==> config.mk <==
export PLATFORM = sky130hd
export DESIGN_NAME = i2c_wr_seq
export DESIGN_NICKNAME = d
export VERILOG_FILES = /design/src/rtl/i2c_wr_seq_pkg.sv /design/src/rtl/i2c_wr_seq_plan.sv /design/src/rtl/i2c_wr_seq_bit_engine.sv /design/src/rtl/i2c_wr_seq_ctrl.sv /design/src/rtl/i2c_wr_seq.sv
export SDC_FILE = /design/constraint.sdc
export NUM_CORES = 1
export LEC_CHECK = 0
export BUFFER_PORTS_ARGS = -buffer_cell sky130_fd_sc_hd__buf_2
export CAP_MARGIN = 20
export CELL_PAD_IN_SITES_DETAIL_PLACEMENT = 1
export CELL_PAD_IN_SITES_GLOBAL_PLACEMENT = 1
export CORE_MARGIN = 10
export CORE_UTILIZATION = 35
export CTS_CLUSTER_DIAMETER = 120
export CTS_CLUSTER_SIZE = 25
export DETAILED_ROUTE_END_ITERATION = 10
export PLACE_DENSITY = 0.68
export SKIP_LAST_GASP = 1
export SYNTH_ARGS = -nofsm -noshare
export SYNTH_HDL_FRONTEND = slang
export SYNTH_SLANG_ARGS = --single-unit
export TNS_END_PERCENT = 10
==> constraint.sdc <==
create_clock -name clk -period 4.5 [get_ports clk]
set_input_delay 0.225 -clock clk [delete_from_list [all_inputs] [get_ports clk]]
set_output_delay 0.225 -clock clk [all_outputs]
set_load 0.05 [all_outputs]
==> src/rtl/i2c_wr_seq_pkg.sv <==
package i2c_wr_seq_pkg;

  typedef enum logic [2:0] {
    BUS_START,
    BUS_RESTART,
    BUS_STOP,
    BUS_WRITE,
    BUS_READ
  } bus_op_e;

  localparam int CTL_RS_BIT     = 1;
  localparam int CTL_DIR_BIT    = 4;
  localparam int CTL_ACKDET_BIT = 5;

  typedef struct packed {
    logic combined;
    logic first_rd;
    logic rs_en;
    logic ackdet_en;
  } xfer_mode_t;

endpackage

==> src/rtl/i2c_wr_seq_plan.sv <==
module i2c_wr_seq_plan
  import i2c_wr_seq_pkg::*;
#(
  parameter int LEN_W    = 8,
  parameter int RD_LEN_W = 5,
  parameter int CNT_W    = 8,
  parameter int CTL_W    = 8
) (
  input  logic               rd_op_i,
  input  logic [2*LEN_W-1:0] xfer_len_i,
  input  logic [CNT_W-1:0]   txn_cnt_i,
  input  logic [CTL_W-1:0]   ctl_i,
  output xfer_mode_t         mode_o,
  output logic [LEN_W-1:0]   len_wr_o,
  output logic [LEN_W-1:0]   len_rd_o,
  output logic [CNT_W-1:0]   txn_total_o
);

  localparam logic [CNT_W-1:0] TWO_TXN = CNT_W'(2);

  logic combined;
  assign combined = ctl_i[CTL_DIR_BIT] && (txn_cnt_i == TWO_TXN);

  assign mode_o.combined  = combined;
  assign mode_o.first_rd  = combined ? 1'b0 : rd_op_i;
  assign mode_o.rs_en     = ctl_i[CTL_RS_BIT];
  assign mode_o.ackdet_en = ctl_i[CTL_ACKDET_BIT];

  assign len_wr_o    = xfer_len_i[LEN_W-1:0];
  assign txn_total_o = combined ? CNT_W'(1) : txn_cnt_i;

  generate
    if (RD_LEN_W < LEN_W) begin : g_rd_narrow
      assign len_rd_o = {{(LEN_W-RD_LEN_W){1'b0}}, xfer_len_i[LEN_W +: RD_LEN_W]};
    end else begin : g_rd_full
      assign len_rd_o = xfer_len_i[LEN_W +: LEN_W];
    end
  endgenerate

endmodule

==> src/rtl/i2c_wr_seq_bit_engine.sv <==
module i2c_wr_seq_bit_engine
  import i2c_wr_seq_pkg::*;
(
  input  logic    clk,
  input  logic    rst_n,
  input  logic    tick_i,
  input  logic    cmd_valid_i,
  input  bus_op_e cmd_i,
  input  logic    cmd_bit_i,
  output logic    cmd_ready_o,
  output logic    bit_done_o,
  output logic    rx_bit_o,
  input  logic    sda_i,
  output logic    scl_o,
  output logic    sda_o
);

  // returns {scl, sda} for a primitive in a given quarter phase
  function automatic logic [1:0] levels(bus_op_e op, logic b, logic [1:0] ph);
    logic [1:0] lv;
    case (op)
      BUS_START:   lv = (ph == 2'd0) ? 2'b11 : (ph == 2'd3) ? 2'b00 : 2'b10;
      BUS_RESTART: lv = (ph == 2'd0) ? 2'b01 : (ph == 2'd1) ? 2'b11 :
                        (ph == 2'd2) ? 2'b10 : 2'b00;
      BUS_STOP:    lv = (ph == 2'd0) ? 2'b00 : (ph == 2'd1) ? 2'b10 : 2'b11;
      default:     lv = {(ph == 2'd1) || (ph == 2'd2), b};
    endcase
    return lv;
  endfunction

  logic       active_q;
  logic [1:0] ph_q;
  bus_op_e    op_q;
  logic       bit_q;
  logic       scl_q, sda_q;

  assign cmd_ready_o = !active_q;
  assign scl_o = scl_q;
  assign sda_o = sda_q;

  always_ff @(posedge clk or negedge rst_n) begin
    if (!rst_n) begin
      active_q   <= 1'b0;
      ph_q       <= 2'd0;
      op_q       <= BUS_STOP;
      bit_q      <= 1'b1;
      scl_q      <= 1'b1;
      sda_q      <= 1'b1;
      bit_done_o <= 1'b0;
      rx_bit_o   <= 1'b1;
    end else begin
      bit_done_o <= 1'b0;
      if (!active_q && cmd_valid_i) begin
        active_q       <= 1'b1;
        ph_q           <= 2'd0;
        op_q           <= cmd_i;
        bit_q          <= cmd_bit_i;
        {scl_q, sda_q} <= levels(cmd_i, cmd_bit_i, 2'd0);
      end else if (active_q && tick_i) begin
        if (ph_q == 2'd1) rx_bit_o <= sda_i;
        if (ph_q == 2'd3) begin
          active_q   <= 1'b0;
          bit_done_o <= 1'b1;
        end else begin
          ph_q           <= ph_q + 2'd1;
          {scl_q, sda_q} <= levels(op_q, bit_q, ph_q + 2'd1);
        end
      end
    end
  end


  bus_frozen_chk: assert property (@(posedge clk) disable iff (!rst_n)
    (!active_q && !cmd_valid_i) |=> ($stable(scl_q) && $stable(sda_q)));


  done_idle_chk: assert property (@(posedge clk) disable iff (!rst_n)
    bit_done_o |-> cmd_ready_o);

endmodule

==> src/rtl/i2c_wr_seq_ctrl.sv <==
module i2c_wr_seq_ctrl
  import i2c_wr_seq_pkg::*;
#(
  parameter int ADDR_W = 7,
  parameter int LEN_W  = 8,
  parameter int CNT_W  = 8
) (
  input  logic              clk,
  input  logic              rst_n,
  input  logic              go_i,
  input  logic [ADDR_W-1:0] addr_i,
  input  xfer_mode_t        mode_i,
  input  logic [LEN_W-1:0]  len_wr_i,
  input  logic [LEN_W-1:0]  len_rd_i,
  input  logic [CNT_W-1:0]  txn_total_i,
  // bit engine
  output logic              cmd_valid_o,
  output bus_op_e           cmd_o,
  output logic              cmd_bit_o,
  input  logic              cmd_ready_i,
  input  logic              bit_done_i,
  input  logic              rx_bit_i,
  // streams
  input  logic              tx_valid_i,
  output logic              tx_ready_o,
  input  logic [7:0]        tx_data_i,
  output logic              rx_valid_o,
  input  logic              rx_ready_i,
  output logic [7:0]        rx_data_o,
  // status
  output logic              busy_o,
  output logic              done_o,
  output logic              ackerr_o
);

  typedef enum logic [3:0] {
    S_IDLE, S_START, S_RESTART, S_ADDR, S_AACK, S_TXWAIT, S_WBIT,
    S_WACK, S_RBIT, S_RPUSH, S_MACK, S_NEXT, S_STOP, S_FIN
  } st_e;

  localparam logic [LEN_W-1:0] ONE_B = LEN_W'(1);
  localparam logic [CNT_W-1:0] ONE_T = CNT_W'(1);

  st_e               st_q;
  logic              pend_q;
  logic [7:0]        sh_q;
  logic [2:0]        bitc_q;
  logic [LEN_W-1:0]  left_q;
  logic [LEN_W-1:0]  len_wr_q, len_rd_q;
  logic [CNT_W-1:0]  txn_q;
  logic [ADDR_W-1:0] addr_q;
  logic              comb_q, rd_q, rs_q, det_q, more_q, err_q;

  logic bus_state;
  always_comb begin
    cmd_o     = BUS_WRITE;
    cmd_bit_o = 1'b1;
    bus_state = 1'b1;
    case (st_q)
      S_START:                 cmd_o = BUS_START;
      S_RESTART:               cmd_o = BUS_RESTART;
      S_STOP:                  cmd_o = BUS_STOP;
      S_ADDR, S_WBIT:          cmd_bit_o = sh_q[7];
      S_AACK, S_WACK, S_RBIT:  cmd_o = BUS_READ;
      S_MACK:                  cmd_bit_o = (left_q == ONE_B);
      default:                 bus_state = 1'b0;
    endcase
    cmd_valid_o = bus_state && !pend_q;
  end

  assign tx_ready_o = (st_q == S_TXWAIT);
  assign rx_valid_o = (st_q == S_RPUSH);
  assign rx_data_o  = sh_q;
  assign busy_o     = (st_q != S_IDLE);
  assign done_o     = (st_q == S_FIN);
  assign ackerr_o   = err_q;

  logic nack_hit;
  assign nack_hit = rx_bit_i && det_q;

  always_ff @(posedge clk or negedge rst_n) begin
    if (!rst_n) begin
      st_q     <= S_IDLE;
      pend_q   <= 1'b0;
      sh_q     <= '0;
      bitc_q   <= '0;
      left_q   <= '0;
      len_wr_q <= '0;
      len_rd_q <= '0;
      txn_q    <= '0;
      addr_q   <= '0;
      comb_q   <= 1'b0;
      rd_q     <= 1'b0;
      rs_q     <= 1'b0;
      det_q    <= 1'b0;
      more_q   <= 1'b0;
      err_q    <= 1'b0;
    end else begin
      err_q <= 1'b0;
      if (cmd_valid_o && cmd_ready_i) pend_q <= 1'b1;
      if (bit_done_i) pend_q <= 1'b0;
      case (st_q)
        S_IDLE: if (go_i) begin
          addr_q   <= addr_i;
          comb_q   <= mode_i.combined;
          rd_q     <= mode_i.first_rd;
          rs_q     <= mode_i.rs_en;
          det_q    <= mode_i.ackdet_en;
          len_wr_q <= len_wr_i;
          len_rd_q <= len_rd_i;
          left_q   <= len_wr_i;
          txn_q    <= txn_total_i;
          more_q   <= 1'b0;
          st_q     <= (txn_total_i == '0) ? S_FIN : S_START;
        end
        S_START, S_RESTART: if (bit_done_i) begin
          sh_q   <= {addr_q, rd_q};
          bitc_q <= 3'd7;
          st_q   <= S_ADDR;
        end
        S_ADDR, S_WBIT: if (bit_done_i) begin
          if (bitc_q == 3'd0) st_q <= (st_q == S_ADDR) ? S_AACK : S_WACK;
          else begin
            sh_q   <= {sh_q[6:0], 1'b0};
            bitc_q <= bitc_q - 3'd1;
          end
        end
        S_AACK: if (bit_done_i) begin
          if (nack_hit) begin
            err_q  <= 1'b1;
            more_q <= 1'b0;
            st_q   <= S_STOP;
          end else if (left_q == '0) st_q <= S_NEXT;
          else if (rd_q) begin
            bitc_q <= 3'd7;
            st_q   <= S_RBIT;
          end else st_q <= S_TXWAIT;
        end
        S_TXWAIT: if (tx_valid_i) begin
          sh_q   <= tx_data_i;
          bitc_q <= 3'd7;
          st_q   <= S_WBIT;
        end
        S_WACK: if (bit_done_i) begin
          if (nack_hit) begin
            err_q  <= 1'b1;
            more_q <= 1'b0;
            st_q   <= S_STOP;
          end else begin
            left_q <= left_q - ONE_B;
            st_q   <= (left_q == ONE_B) ? S_NEXT : S_TXWAIT;
          end
        end
        S_RBIT: if (bit_done_i) begin
          sh_q <= {sh_q[6:0], rx_bit_i};
          if (bitc_q == 3'd0) st_q <= S_RPUSH;
          else bitc_q <= bitc_q - 3'd1;
        end
        S_RPUSH: if (rx_ready_i) st_q <= S_MACK;
        S_MACK: if (bit_done_i) begin
          left_q <= left_q - ONE_B;
          bitc_q <= 3'd7;
          st_q   <= (left_q == ONE_B) ? S_NEXT : S_RBIT;
        end
        S_NEXT: begin
          if (comb_q && !rd_q) begin
            rd_q   <= 1'b1;
            left_q <= len_rd_q;
            st_q   <= S_RESTART;
          end else if (txn_q == ONE_T) begin
            more_q <= 1'b0;
            st_q   <= S_STOP;
          end else begin
            txn_q  <= txn_q - ONE_T;
            left_q <= len_wr_q;
            if (rs_q) st_q <= S_RESTART;
            else begin
              more_q <= 1'b1;
              st_q   <= S_STOP;
            end
          end
        end
        S_STOP: if (bit_done_i) begin
          more_q <= 1'b0;
          st_q   <= more_q ? S_START : S_FIN;
        end
        S_FIN:   st_q <= S_IDLE;
        default: st_q <= S_IDLE;
      endcase
    end
  end


  rx_hold_chk: assert property (@(posedge clk) disable iff (!rst_n)
    (rx_valid_o && !rx_ready_i) |=> (rx_valid_o && $stable(rx_data_o)));


  done_pulse_chk: assert property (@(posedge clk) disable iff (!rst_n)
    done_o |=> !done_o);


  err_stop_chk: assert property (@(posedge clk) disable iff (!rst_n)
    ackerr_o |=> (busy_o && !done_o));

endmodule

==> src/rtl/i2c_wr_seq.sv <==
module i2c_wr_seq
  import i2c_wr_seq_pkg::*;
#(
  parameter int ADDR_W   = 7,
  parameter int LEN_W    = 8,
  parameter int RD_LEN_W = 5,
  parameter int CNT_W    = 8,
  parameter int CTL_W    = 8
) (
  input  logic               clk,
  input  logic               rst_n,
  input  logic               bit_tick,
  input  logic [ADDR_W-1:0]  tgt_addr,
  input  logic               rd_op,
  input  logic [2*LEN_W-1:0] xfer_len,
  input  logic [CNT_W-1:0]   txn_cnt,
  input  logic [CTL_W-1:0]   ctl,
  input  logic               go,
  input  logic               tx_valid,
  output logic               tx_ready,
  input  logic [7:0]         tx_data,
  output logic               rx_valid,
  input  logic               rx_ready,
  output logic [7:0]         rx_data,
  output logic               scl_o,
  output logic               sda_o,
  input  logic               sda_i,
  output logic               busy,
  output logic               xfer_done,
  output logic               ack_err
);

  xfer_mode_t       mode;
  logic [LEN_W-1:0] len_wr, len_rd;
  logic [CNT_W-1:0] txn_total;
  logic             cmd_valid, cmd_bit, cmd_ready, bit_done, rx_bit;
  bus_op_e          cmd;

  i2c_wr_seq_plan #(.LEN_W(LEN_W), .RD_LEN_W(RD_LEN_W), .CNT_W(CNT_W), .CTL_W(CTL_W)) u_plan (
    .rd_op_i(rd_op), .xfer_len_i(xfer_len), .txn_cnt_i(txn_cnt), .ctl_i(ctl),
    .mode_o(mode), .len_wr_o(len_wr), .len_rd_o(len_rd), .txn_total_o(txn_total)
  );

  i2c_wr_seq_ctrl #(.ADDR_W(ADDR_W), .LEN_W(LEN_W), .CNT_W(CNT_W)) u_ctrl (
    .clk(clk), .rst_n(rst_n), .go_i(go), .addr_i(tgt_addr), .mode_i(mode),
    .len_wr_i(len_wr), .len_rd_i(len_rd), .txn_total_i(txn_total),
    .cmd_valid_o(cmd_valid), .cmd_o(cmd), .cmd_bit_o(cmd_bit),
    .cmd_ready_i(cmd_ready), .bit_done_i(bit_done), .rx_bit_i(rx_bit),
    .tx_valid_i(tx_valid), .tx_ready_o(tx_ready), .tx_data_i(tx_data),
    .rx_valid_o(rx_valid), .rx_ready_i(rx_ready), .rx_data_o(rx_data),
    .busy_o(busy), .done_o(xfer_done), .ackerr_o(ack_err)
  );

  i2c_wr_seq_bit_engine u_bits (
    .clk(clk), .rst_n(rst_n), .tick_i(bit_tick),
    .cmd_valid_i(cmd_valid), .cmd_i(cmd), .cmd_bit_i(cmd_bit),
    .cmd_ready_o(cmd_ready), .bit_done_o(bit_done), .rx_bit_o(rx_bit),
    .sda_i(sda_i), .scl_o(scl_o), .sda_o(sda_o)
  );


  tx_scl_low_chk: assert property (@(posedge clk) disable iff (!rst_n)
    tx_ready |-> !scl_o);


  rx_scl_low_chk: assert property (@(posedge clk) disable iff (!rst_n)
    rx_valid |-> !scl_o);


  idle_lines_chk: assert property (@(posedge clk) disable iff (!rst_n)
    (!busy && !xfer_done) |-> (scl_o && sda_o));

endmodule

## Yosys cells after proc, flatten, opt, wreduce, memory -nomap -nowiden

Index checks and enable logic that the tools add are counted.

- $add $sub $neg: 4
- Reduce and logical (&&, ||, !) cells: 44
- Equality and inequality tests: 53
- Bitwise gates (word level): 1
- Muxes and demuxes: 96

Operator list:

| operator | number |
|---|---|
| $mux 8 | 15 |
| $mux 4 | 22 |
| $pmux 8 s4 | 2 |
| $pmux 4 s11 | 1 |
| $ne 2x1->1 const B | 17 |
| $mux 1 | 29 |
| $eq 4x4->1 const B | 6 |
| $mux 3 | 8 |
| $pmux 3 s4 | 2 |
| $mux 2 | 11 |
| $reduce_bool 4->1 | 5 |
| $ne 2x2->1 const B | 9 |
| $eq 4x3->1 const B | 4 |
| $eq 8x1->1 const B | 2 |
| $logic_not 8->1 | 2 |
| $pmux 8 s2 | 1 |
| $sub 8x1->8 const B | 2 |
| $pmux 2 s3 | 2 |
| $reduce_and 12->1 | 1 |
| $reduce_and 6->1 | 2 |
| $logic_not 3->1 | 3 |
| $reduce_and 9->1 | 1 |
| $reduce_or 3->1 | 3 |
| $reduce_or 9->1 | 1 |
| other kinds (25) | 47 |

- Output and inout port bits: 15
- Bits in registers: 69
- Logic and storage cells: 221

## Logic depth before layout (Yosys ltp)

Gate-level depths: netlist of the first run.

- Depth in word-level cells: 9
- Mapped depth: 8

## Cells and area by module

From an unflattened synthesis of the first run, not the netlist that was laid out.

- Cells, all modules: 574
- Area, all modules: 4752.1 um^2

Modules (own cells, without submodules):

| module | sequential area each (um^2) | instances | cells an instance | area each (um^2) |
|---|---|---|---|---|
| i2c_wr_seq_ctrl | 1526.5 | 1 | 478 | 3911.3 |
| i2c_wr_seq_bit_engine | 281.5 | 1 | 62 | 598.1 |
| i2c_wr_seq_plan | 0.0 | 1 | 34 | 242.7 |

## Least setup slack after synthesis of the first run

OpenSTA, ideal clock, no wires.

- Path type: register to register
- Start: register u_ctrl.st_q[1]
- End: register u_ctrl.sh_q[2] (netlist: u_ctrl.rx_data_o[2])
- Library setup time: 136 ps
- Cell stages (with the launch flop): 8
- Buffers on the path: 2
- Setup slack: 1888 ps
- Arrival time: 2476 ps
- Path through: dfrtp_1 > buf_2 > clkbuf_1 > nand2b_1 > nor2_1 > nor2_1 > a221oi_1 > mux2i_1

- Elaborated cells between the ends (all ways): 16
- Those cells by class: 11 x eq/ne; 1 x mux; 4 x reduce/logical

RTL lines:

| item | RTL line | RTL |
|---|---|---|
| start: declaration | i2c_wr_seq_ctrl.sv:44 | `st_e st_q;` |
| start signal: assignment | i2c_wr_seq_ctrl.sv:114 | `st_q <= (txn_total_i == '0) ? S_FIN : S_START;` |
| start signal: assignment | i2c_wr_seq_ctrl.sv:122 | `if (bitc_q == 3'd0) st_q <= (st_q == S_ADDR) ? S_AACK : S_WACK;` |
| start signal: assignment | i2c_wr_seq_ctrl.sv:151 | `st_q <= (left_q == ONE_B) ? S_NEXT : S_TXWAIT;` |
| $eq 4x3->1 * | -- |  |
| via tx_ready | i2c_wr_seq.sv:20 | `output logic tx_ready,` |
| $reduce_bool 4->1 (no line) or $ne 2x2->1 (tied branches) | -- |  |
| $reduce_and 6->1 (no line) | -- |  |
| end signal: assignment | i2c_wr_seq_ctrl.sv:117 | `sh_q <= {addr_q, rd_q};` |
| end signal: assignment | i2c_wr_seq_ctrl.sv:124 | `sh_q <= {sh_q[6:0], 1'b0};` |
| end signal: assignment | i2c_wr_seq_ctrl.sv:140 | `sh_q <= tx_data_i;` |
| end: declaration | i2c_wr_seq_ctrl.sv:46 | `logic [7:0] sh_q;` |

Mark *: on every way through the listed nets, which the timed path passes. The rest lies on a longest branch.
A chain may end at the register's enable or synchronous reset.

## Worst setup path in the final report of the first run

- Start: register u_ctrl.st_q[2]
- End: register u_ctrl.txn_q[6]

- Cells in the longest elaborated chain, start to end: 3
- Elaborated cells between the ends (all ways): 8
- Those cells by class: 4 x eq/ne; 1 x mux; 3 x reduce/logical

Ends and longest elaborated chain:

| item | RTL line | RTL |
|---|---|---|
| $eq 4x4->1 or $logic_not 4->1 (tied branches) | i2c_wr_seq_ctrl.sv:102 | `case (st_q)` |
| $ne 2x2->1 (no line) or $reduce_bool 2->1 (tied branches) | -- |  |
| $reduce_and 4->1 (no line) | -- |  |
| end signal: assignment | i2c_wr_seq_ctrl.sv:112 | `txn_q <= txn_total_i;` |
| end signal: assignment | i2c_wr_seq_ctrl.sv:174 | `txn_q <= txn_q - ONE_T;` |
| end: declaration | i2c_wr_seq_ctrl.sv:50 | `logic [CNT_W-1:0] txn_q;` |

Several ways; a longest one is shown, not always the timed one.

==> metrics.txt, run 1 <==
result of the run finished clean; YS warnings 0; Worst R2R Setup Slack 1.57 ns; multi-input logic area 0.00240 mm^2; critical path endpoint category flip-flop; DRT antenna net count 0; layout cells sized above 1 17.7%; Via-to-Cell Ratio 5.60; dpl hpwl 9890 um; Post-synth EDFFs 0; CTS clk-pin slew, worst paths 0.06 ns; Slew Limit Fails 0; GRT Util Overall 15.8%; Reg power frac 31.4%; 1st-iter DRT viols 240; syn_area_per_cell 8.30 um^2; Int Power 2.10 mW; Primary FF master, synth dfrtp_1; Routed wire per std cell 18.2 um; Mapped Cells 525; CTS Sinks 69; Core ar. 0.0121 mm^2; global-route wire length before repair 23,100 um; drt pass-1 iters 5; Finished Layout Cells 745; TritonCTS buffer count 9; commonest non-fill, non-tap cell in the layout nand2_1; Final setup violation count 0; slew margin rel. 32.3%; post-synth top area share 36.7%; leakage 2.37 nW; GPL Wtd Cong 0.839; CP Data Required Time 4.72 ns; final wirelength 13,600 um; largest net degree at the start of global routing 37; minimum clock period 2.93 ns; critical path arrival 3.15 ns; nets@finish 638; CP max FO 27; port bufs 61; hold crit path type input pin to asynchronous set/reset pin; initial antenna violation count 0; Register Area 0.00173 mm^2; max-cap viol count 0; CTS resizes 0; worst-case clock buffer depth 2; fin crit share 65.1%; CTS tree built; Crit-path slowest cell a21oi_1; Worst Skew 0.00649 ns; vias in the first global route 4,457; # hold bufs at CTS 0; Util after Layout 41.9%; synthesis-to-finish area growth 16.4%; register area share after synthesis 39.8%; startpoint class of the critical path flip-flop; Die Area 0.0173 mm^2; clock root buffer clkbuf_16; RSZ-0062 raised after global routing false; CP max stage delay 0.78 ns; Peak Freq 342 MHz; Pwr Density 780 mW/mm^2; worst vdd ir 0.362 mV; Placed Cells 729; Logic pwr share 51.6%; most frequent cells in the layout nand2_1, dfrtp_1, buf_2; clock share of power 17.0%; Initial Utilization 36.0%; Sw Ratio 47.1%; H-tree levels 3; clk_lat worst skew 0.33 ns; Net Switching 1.86 mW; Seq cells post-synth 69; vias 4,174; post-synth net total 591; # DRC 0; Die W 132 um; Worst-Margin Slew 1.01 ns; Crit Path Category flip-flop to flip-flop; Layout fillers 1,519; # IOs 70; num rows 40; GR Overflow Total 0; asr flop ratio synth 100%; Synth cell types 74; antenna cells 0; Hold Vio Cnt, Final 0; Synth area leader dfrtp_1; setup_tns 0 ns; crit path cell chain buf_4 > nor2_1 > and3_1 > buf_4 > a21oi_1 > a21oi_1 > o22a_1; Post-Syn Area 0.00436 mm^2; top post-synthesis cells by area dfrtp_1, nand2_1, nor2_1; Setup Fix Bufs, Post-CTS 0; Die Y 132 um
[flip-flops by register name (all words and copies together), names as in the netlist, 2 cells and up]
signal	cells
u_bits.op_q	3
u_bits.ph_q	2
u_ctrl.addr_q	7
u_ctrl.bitc_q	3
u_ctrl.left_q	8
u_ctrl.len_rd_q	5
u_ctrl.len_wr_q	8
u_ctrl.rx_data_o	8
u_ctrl.st_q	4
u_ctrl.txn_q	8
[power by group through the flow]
stage | Sequential, mW | Combinational, mW | Clock, mW
floorplan | 1.24 | 1.51 | 0
global placement | 1.23 | 1.97 | 0
detailed placement | 1.25 | 2.04 | 0
CTS | 1.24 | 2.05 | 0.694
global route | 1.30 | 2.29 | 0.717
finish | 1.24 | 2.05 | 0.672
[worst paths after layout]
check | startpoint | to | cells past startpoint
setup / recovery | u_ctrl.st_q[2]$_DFFE_PN0P_ | u_ctrl.txn_q[6]$_DFFE_PN0P_ | 7
hold / removal | rst_n | u_ctrl.ackerr_o$_DFF_PN0_ | 1
setup reg to reg | u_ctrl.st_q[2]$_DFFE_PN0P_ | u_ctrl.txn_q[6]$_DFFE_PN0P_ | 7
hold reg to reg | u_ctrl.det_q$_DFFE_PN0P_ | u_ctrl.det_q$_DFFE_PN0P_ | 2
max in group asynchronous | rst_n | u_ctrl.addr_q[3]$_DFFE_PN0P_ | 2
min in group clk | xfer_len[10] | u_ctrl.len_rd_q[2]$_DFFE_PN0P_ | 3
[worst max-delay path, delay by kind of cell (launching register included)]
kind	cells	cell delay, ns
buffers and inverters	2	0.57
DFF	1	0.73
AOI/OAI and AO/OA	3	1.09
and+or+nand+nor	2	0.41
[cell families after synthesis]
family	share of synthesized area (%)
mux	3.33
fa+ha+maj	3.39
simple gates	23.9
buf+inv	5.22
xor+xnor	0.603
flops	39.8
compound gates	23.8
[synth_stat cells, drive strengths merged, types with 10 or more instances]
library cell / number
mux2i: 10
nor2: 53
a22o: 12
dfrtp: 64
buf: 11
nand3: 11
clkbuf: 23
nor3: 11
a21oi: 24
nand2: 98
ha: 11
o21ai: 31
inv: 22
[routing by layer]
layer | track usage [%] | wire (um) | part of all wire, %
met1 | 20.9 | 6590 | 49
met4 | 4.57 | 187 | 1.4
met2 | 25.5 | 6260 | 46
met5 | 0 | 0 | 0
met3 | 3.13 | 525 | 3.9
[metrics by stage]
step	hold WS [ns]	power [mW]	area [um^2]	worst slack [ns]
global placement	0.373	3.20	4800	1.66
global route	0.0781	4.31	5080	1.28
floorplan	-0.0706	2.75	4360	1.89
finish	0.0118	3.96	5080	1.57
detailed placement	0.398	3.29	4800	1.60
CTS	0.0446	3.99	5080	1.59
[layout make-up]
type / instances / area share [%]
multi-input cells: 400 / 47.3
flip-flops and latches: 69 / 34.1
repair buffers: 70 / 7.35
clock buffers: 12 / 5.05
well taps: 168 / 4.14
inverters: 22 / 1.63
clock inverters: 4 / 0.444
Note: power is estimated with default switching activity, not from simulation.
==> inputs of run 2 (changes only) <==
clock period = 3.04 ns   (was 4.5 ns; I/O delays follow)
==> run 2 against run 1 <==
Count of clock-buffer cells in the layout is 2 higher. Register-to-register slack lost 1.1 ns. Cell count is 3.2% higher. Sequential power is 48% higher. First-iteration DRC count grew 0.42%. Global-route usage is 0.34 points higher. Power up 54%. Via count up 1.6%. Critical endpoint is now tx_ready. Largest power group unchanged.
==> metrics.txt, run 2 (synthesis gave the netlist of run 1 again) <==
result of the run finished clean; setup_tns 0 ns (unchanged); CP Data Required Time 2.89 ns (-1.83 ns); port bufs 61 (unchanged); CP max FO 20 (-26%); vias in the first global route 4,535 (+1.8%); Finished Layout Cells 769 (+3.2%); Critical path buffers and inverters 4 (+2); Core ar. 0.0121 mm^2 (unchanged); synthesis-to-finish area growth 21.1%; commonest non-fill, non-tap cell in the layout nand2_1; startpoint class of the critical path flip-flop; 1st-iter DRT viols 241 (+0.42%); crit path cell chain buf_4 > nand2b_1 > buf_4 > nor2_1 > buf_4 > buf_2; clock root buffer clkbuf_16; critical path endpoint category output pin; largest net degree at the start of global routing 45 (+22%); global-route wire length before repair 23,600 um (+2.0%); Pwr Density 1160 mW/mm^2 (+48%); layout cells sized above 1 19.6% (+2.0 points); Routed wire per std cell 18.1 um (-0.42%); Die Y 132 um (unchanged); drt pass-1 iters 4 (-1); GR Overflow Total 0 (unchanged); worst vdd ir 0.467 mV (+29%); final wirelength 13,900 um (+2.8%); vias 4,242 (+1.6%); GRT Util Overall 16.2% (+0.34 points); clk_lat worst skew 0.34 ns (about the same); Die W 132 um (unchanged); DP Worst Slack 0.557 ns (-1.04 ns); most frequent cells in the layout nand2_1, dfrtp_1, buf_2; Final setup violation count 0 (unchanged); TritonCTS buffer count 9 (unchanged); critical path arrival 2.51 ns (-0.64 ns); CTS clk-pin slew, worst paths 0.06 ns (about the same); Util after Layout 43.6% (+1.7 points); Worst-Margin Slew 0.649 ns (-0.364 ns); CTS Sinks 69 (unchanged); CTS resizes 0 (unchanged); Via-to-Cell Ratio 5.52 (-1.5%); Placed Cells 748 (+2.6%); Slew Limit Fails 0 (unchanged); slew margin rel. 56.2% (+24 points); Peak Freq 376 MHz; Final Total Pwr 6.10 mW (+54%); RSZ-0062 raised after global routing false; GPL Wtd Cong 0.873 (+4.1%); nets@finish 662 (+3.8%); H-tree levels 3 (unchanged); Initial Utilization 36.0% (unchanged); num rows 40 (unchanged); CTS tree built; max-cap viol count 0 (unchanged); Crit Path Category flip-flop to output pin; fin crit share 87.5%; most frequent CP cell buf_4; CP max stage delay 0.74 ns (-0.04 ns); hold crit path type input pin to flip-flop; # IOs 70 (unchanged); Layout fillers 1,496 (-1.5%); worst-case clock buffer depth 2 (unchanged); Die Area 0.0173 mm^2 (unchanged); dpl hpwl 10,300 um (+4.0%); Hold Vio Cnt, Final 0 (unchanged); Worst Skew 0.00593 ns (-0.000566 ns); leakage 2.49 nW (+5.0%); Setup WS post-layout 0.381 ns (-1.19 ns); CP top delay family buffers and inverters; Crit-path slowest cell dfrtp_1; minimum clock period 2.66 ns; antenna cells 0 (unchanged); initial antenna violation count 0 (unchanged); # DRC 0 (unchanged); DRT antenna net count 0 (unchanged)
[run 2: cell count changes in the layout (fill, tap and decap cells not counted)]
cell	before	now
buf_4	9	28
bufinv_16	0	1
clkbuf_1	1	4
clkbuf_8	2	1
clkinv_2	3	1
clkinvlp_4	1	0
dlygate4sd3_1	0	5
[run 2: area by class of cell]
cell class | count | area [um^2] | area share, %
well taps | 168 | 210 | 3.98
clock buffers | 14 | 254 | 4.81
multi-input cells | 400 | 2400 | 45.4
clock inverters | 2 | 35.0 | 0.664
inverters | 22 | 82.6 | 1.56
repair buffers | 94 | 566 | 10.7
flip-flops and latches | 69 | 1730 | 32.8
[run 2: worst paths after layout]
path	slack, ns	cells past startpoint	from	endpoint
min in group asynchronous	0.35	3	rst_n	u_bits.op_q[2]$_DFFE_PN0N_
hold reg to reg	0.47	2	u_ctrl.det_q$_DFFE_PN0P_	u_ctrl.det_q$_DFFE_PN0P_
setup reg to reg	0.46	5	u_ctrl.st_q[3]$_DFFE_PN0P_	u_ctrl.st_q[2]$_DFFE_PN0P_
max in group asynchronous	2.18	3	rst_n	u_ctrl.rd_q$_DFFE_PN0P_
setup / recovery	0.38	6	u_ctrl.st_q[2]$_DFFE_PN0P_	tx_ready
hold / removal	0.003	3	xfer_len[12]	u_ctrl.len_rd_q[4]$_DFFE_PN0P_
[run 2: repair_timing]
action,CTS,global route
hold buffers,5,0
buffers inserted,0,0
hold endpoints to repair,68,0
[run 2: metrics by stage]
stage | hold slack [ns] | instance area, um^2
finish | 0.00276 | 5280
CTS | 0.00105 | 5280
detailed placement | 0.193 | 4940
global route | 0.0122 | 5280
floorplan | -0.144 | 4360
global placement | 0.188 | 4940
[run 2: worst register-to-register path, delay by kind of cell (launching register included)]
kind	cells	cell delay (ns)
compound gates	3	1.33
flops	1	0.71
simple gates	2	0.44
[run 2: where the power goes]
part,internal (mW),switching (mW)
clock,0.658,0.402
sequential,1.37,0.463
combinational,1.27,1.94
[run 2: metal layers]
metal	track usage, %	share of wire, %	vias up
li1	-	-	2036
met1	21.2	47	2095
met2	25.4	47	92
met3	3.96	4.9	19
met4	5.38	1.7	0
met5	0	0	-
==> inputs of run 3 (changes only) <==
ABC_CLOCK_PERIOD_IN_PS = 3040   (was not set)
SYNTH_HIERARCHICAL = 1   (was not set)
==> run 3 against run 2 <==
The run now ends with hold timing left. Clock skew is 0.0031 ns higher. Worst setup slack better by 0.046 ns. Wire length is 3.2% higher. Highest routed layer unchanged.
==> metrics.txt, run 3 <==
result of the run finished with violations; failing checks hold timing; Crit Path Category flip-flop to flip-flop; Die W 137 um (+3.7%); # IOs 70 (unchanged); Sw Ratio 46.4% (+0.38 points); minimum clock period 2.61 ns (-0.0456 ns); synthesis-to-finish area growth 13.8%; most frequent cells in the layout nand2_1, dfrtp_1, buf_2; num rows 42 (+5.0%); Synth area leader dfrtp_1; critical path endpoint category flip-flop; GPL Wtd Cong 0.871 (-0.25%); vias in the first global route 4,656 (+2.7%); CTS resizes 0 (unchanged); initial antenna violation count 0 (unchanged); Finished Layout Cells 797 (+3.6%); top post-synthesis cells by area dfrtp_1, nand2_1, a21oi_1; Setup Fix Bufs, Post-CTS 0 (unchanged); Hold Vio Cnt, Final 51 (+51); max-cap viol count 0 (unchanged); Routed wire per std cell 18.0 um (-0.46%); top cells by count, synth nand2_1, dfrtp_1, nor2_1; critical path arrival 2.84 ns (+0.33 ns); CTS clk-pin slew, worst paths 0.06 ns (about the same); CP Data Required Time 3.27 ns (+0.38 ns); clock share of power 16.3% (-1.1 points); Synth cell types 77 (+4.1%); Final setup violation count 0 (unchanged); Worst Skew 0.00899 ns (+0.00306 ns); Peak Freq 383 MHz (+1.7%); Die Area 0.0186 mm^2 (+7.6%); slew margin rel. 35.3% (-21 points); Seq cells post-synth 72 (+4.3%); Reg power frac 33.2% (+3.2 points); GRT Util Overall 16.1% (-0.079 points); YS warnings 6 (+6); largest net degree at the start of global routing 73 (+62%); Placed Cells 774 (+3.5%); CTS tree built; Initial Utilization 35.7% (-0.25 points); most frequent cell after synthesis nand2_1; Post-synth EDFFs 0 (unchanged); # DRC 0 (unchanged); H-tree levels 3 (unchanged); clock root buffer clkbuf_16; hold crit path type input pin to asynchronous set/reset pin; Net Switching 2.70 mW (-3.8%); CTS Sinks 72 (+4.3%); port bufs 61 (unchanged); fin crit share 86.0% (-1.5 points); dpl hpwl 10,500 um (+2.2%); CP max FO 18 (-10%); Die Y 137 um (+3.7%); Util after Layout 40.7% (-2.9 points); global-route wire length before repair 24,400 um (+3.4%); placed cell areas 0.00509 mm^2 (+3.0%); Slew Limit Fails 0 (unchanged); vias 4,380 (+3.3%); DRT antenna net count 0 (unchanged); Via-to-Cell Ratio 5.50 (-0.37%); Fin Hold WS -0.0627 ns (-0.0655 ns); final wirelength 14,400 um (+3.2%); Layout Cell Area excl Fill 0.00541 mm^2 (+2.5%); leakage 2.45 nW (-1.8%); Core ar. 0.0133 mm^2 (+9.8%); RSZ-0062 raised after global routing false; antenna cells 0 (unchanged); startpoint class of the critical path flip-flop; nets@finish 682 (+3.0%); Int Power 3.12 mW (-5.3%); Primary FF master, synth dfrtp_1; 1st-iter DRT viols 246 (+2.1%); commonest non-fill, non-tap cell in the layout nand2_1; setup_tns 0 ns (unchanged); worst-case clock buffer depth 2 (unchanged); Pwr Density 1080 mW/mm^2 (-6.9%); TritonCTS buffer count 9 (unchanged); Mapped Cells 574 (+9.3%); syn_area_per_cell 8.28 um^2 (-0.29%); layout cells sized above 1 18.5% (-1.1 points); Post-Syn Area 0.00475 mm^2 (+9.0%); worst vdd ir 0.456 mV (-2.5%); Logic pwr share 50.5% (-2.1 points); Worst-Margin Slew 0.946 ns (+0.297 ns); post-synth top area share 35.3% (-1.5 points); asr flop ratio synth 100% (unchanged); GR Overflow Total 0 (unchanged); drt pass-1 iters 4 (unchanged); clk_lat worst skew 0.35 ns (about the same); register area share after synthesis 38.0% (-1.7 points)
## run 3: changes by cell type after synthesis, moves of 5 or more
cell	before	now
nand2_1	98	121
buf_4	1	22
a21oi_1	23	41
buf_2	5	14
a22o_1	12	4
a31oi_1	7	15
nor2_1	53	45
clkbuf_1	23	16
a221oi_1	9	3
a22oi_1	8	2
a21o_1	6	1
a222oi_1	2	7
o311ai_0	5	0
## run 3: path summary, 6_finish.rpt
kind                                                  from  slack (ns)                         endpoint  depth (start not counted)
worst min-delay path                                 rst_n       -0.06      u_ctrl/txn_q[3]$_DFFE_PN0P_                          1
max in group asynchronous                            rst_n        2.46  u_ctrl/rx_data_o[5]$_DFFE_PN0P_                          1
worst max-delay path            u_ctrl/st_q[0]$_DFFE_PN0P_        0.43       u_ctrl/st_q[3]$_DFFE_PN0P_                          6
min in group clk                               tgt_addr[1]        0.01     u_ctrl/addr_q[1]$_DFFE_PN0P_                          3
worst min register to register    u_bits/bit_q$_DFFE_PN1P_        0.46         u_bits/bit_q$_DFFE_PN1P_                          2
worst max register to register  u_ctrl/st_q[0]$_DFFE_PN0P_        0.43       u_ctrl/st_q[3]$_DFFE_PN0P_                          6
## run 3: final cells by class
class | count | area (um^2)
fillers | 1601 | 7890
clock buffers | 14 | 244
inverters | 18 | 67.6
repair buffers | 86 | 513
well taps | 176 | 220
multi-input cells | 429 | 2550
flip-flops and latches | 72 | 1810
clock inverters | 2 | 10.0
## run 3: layer usage
layer  vias up  track usage, %  wire length, um  share of wire, %
li1       2113               -                -                 -
met1      2148            20.8             6800                47
met2        98            25.3             6650                46
met3        21            3.23              616               4.3
met4         0            7.34              309               2.1
met5         -               0                0                 0
## run 3: critical path: stages, from the launching register on
cell and delay [ns]:
dfrtp_1 0.82, buf_4 0.28, nor2_2 0.10, and4_1 0.21, a211oi_1 0.35, or4b_1 0.48
a22o_1 0.24
## run 3: timing repair
item / CTS / global route
hold endpoints to repair: 7 / 0
endpoints found under the setup margin: 0 / 0
hold buffers: 7 / 0
## run 3: metrics by stage
step | setup WS, ns | power, mW
final | 0.427 | 5.82
after CTS | 0.462 | 5.88
after global routing | 0.235 | 6.36
after detailed placement | 0.502 | 4.88
after global placement | 0.506 | 4.76
after floorplan | 0.708 | 4.06
## run 3: power groups by stage
stage / logic (mW) / registers (mW) / clock network [mW]
final: 2.94 / 1.93 / 0.949
after global routing: 3.32 / 2.01 / 1.03
after CTS: 2.97 / 1.93 / 0.978
after detailed placement: 2.94 / 1.94 / 0
after global placement: 2.85 / 1.91 / 0
after floorplan: 2.11 / 1.95 / 0
## run 3: kinds of logic (layout without fill, tap and decap cells)
| family | count (synthesis) | count (layout) | share of synthesized area, % |
|---|---|---|---|
| multiplexers | 12 | 12 | 2.76 |
| AO/OA/AOI/OAI | 158 | 158 | 22.9 |
| buffers and inverters | 75 | 120 | 8.50 |
| AND/OR/NAND/NOR | 241 | 241 | 23.6 |
| other | 1 | 3 | 0.0789 |
| XOR/XNOR | 4 | 4 | 1.13 |
| flip-flops | 72 | 72 | 38.0 |
| adder cells (fa/ha/maj) | 11 | 11 | 2.90 |
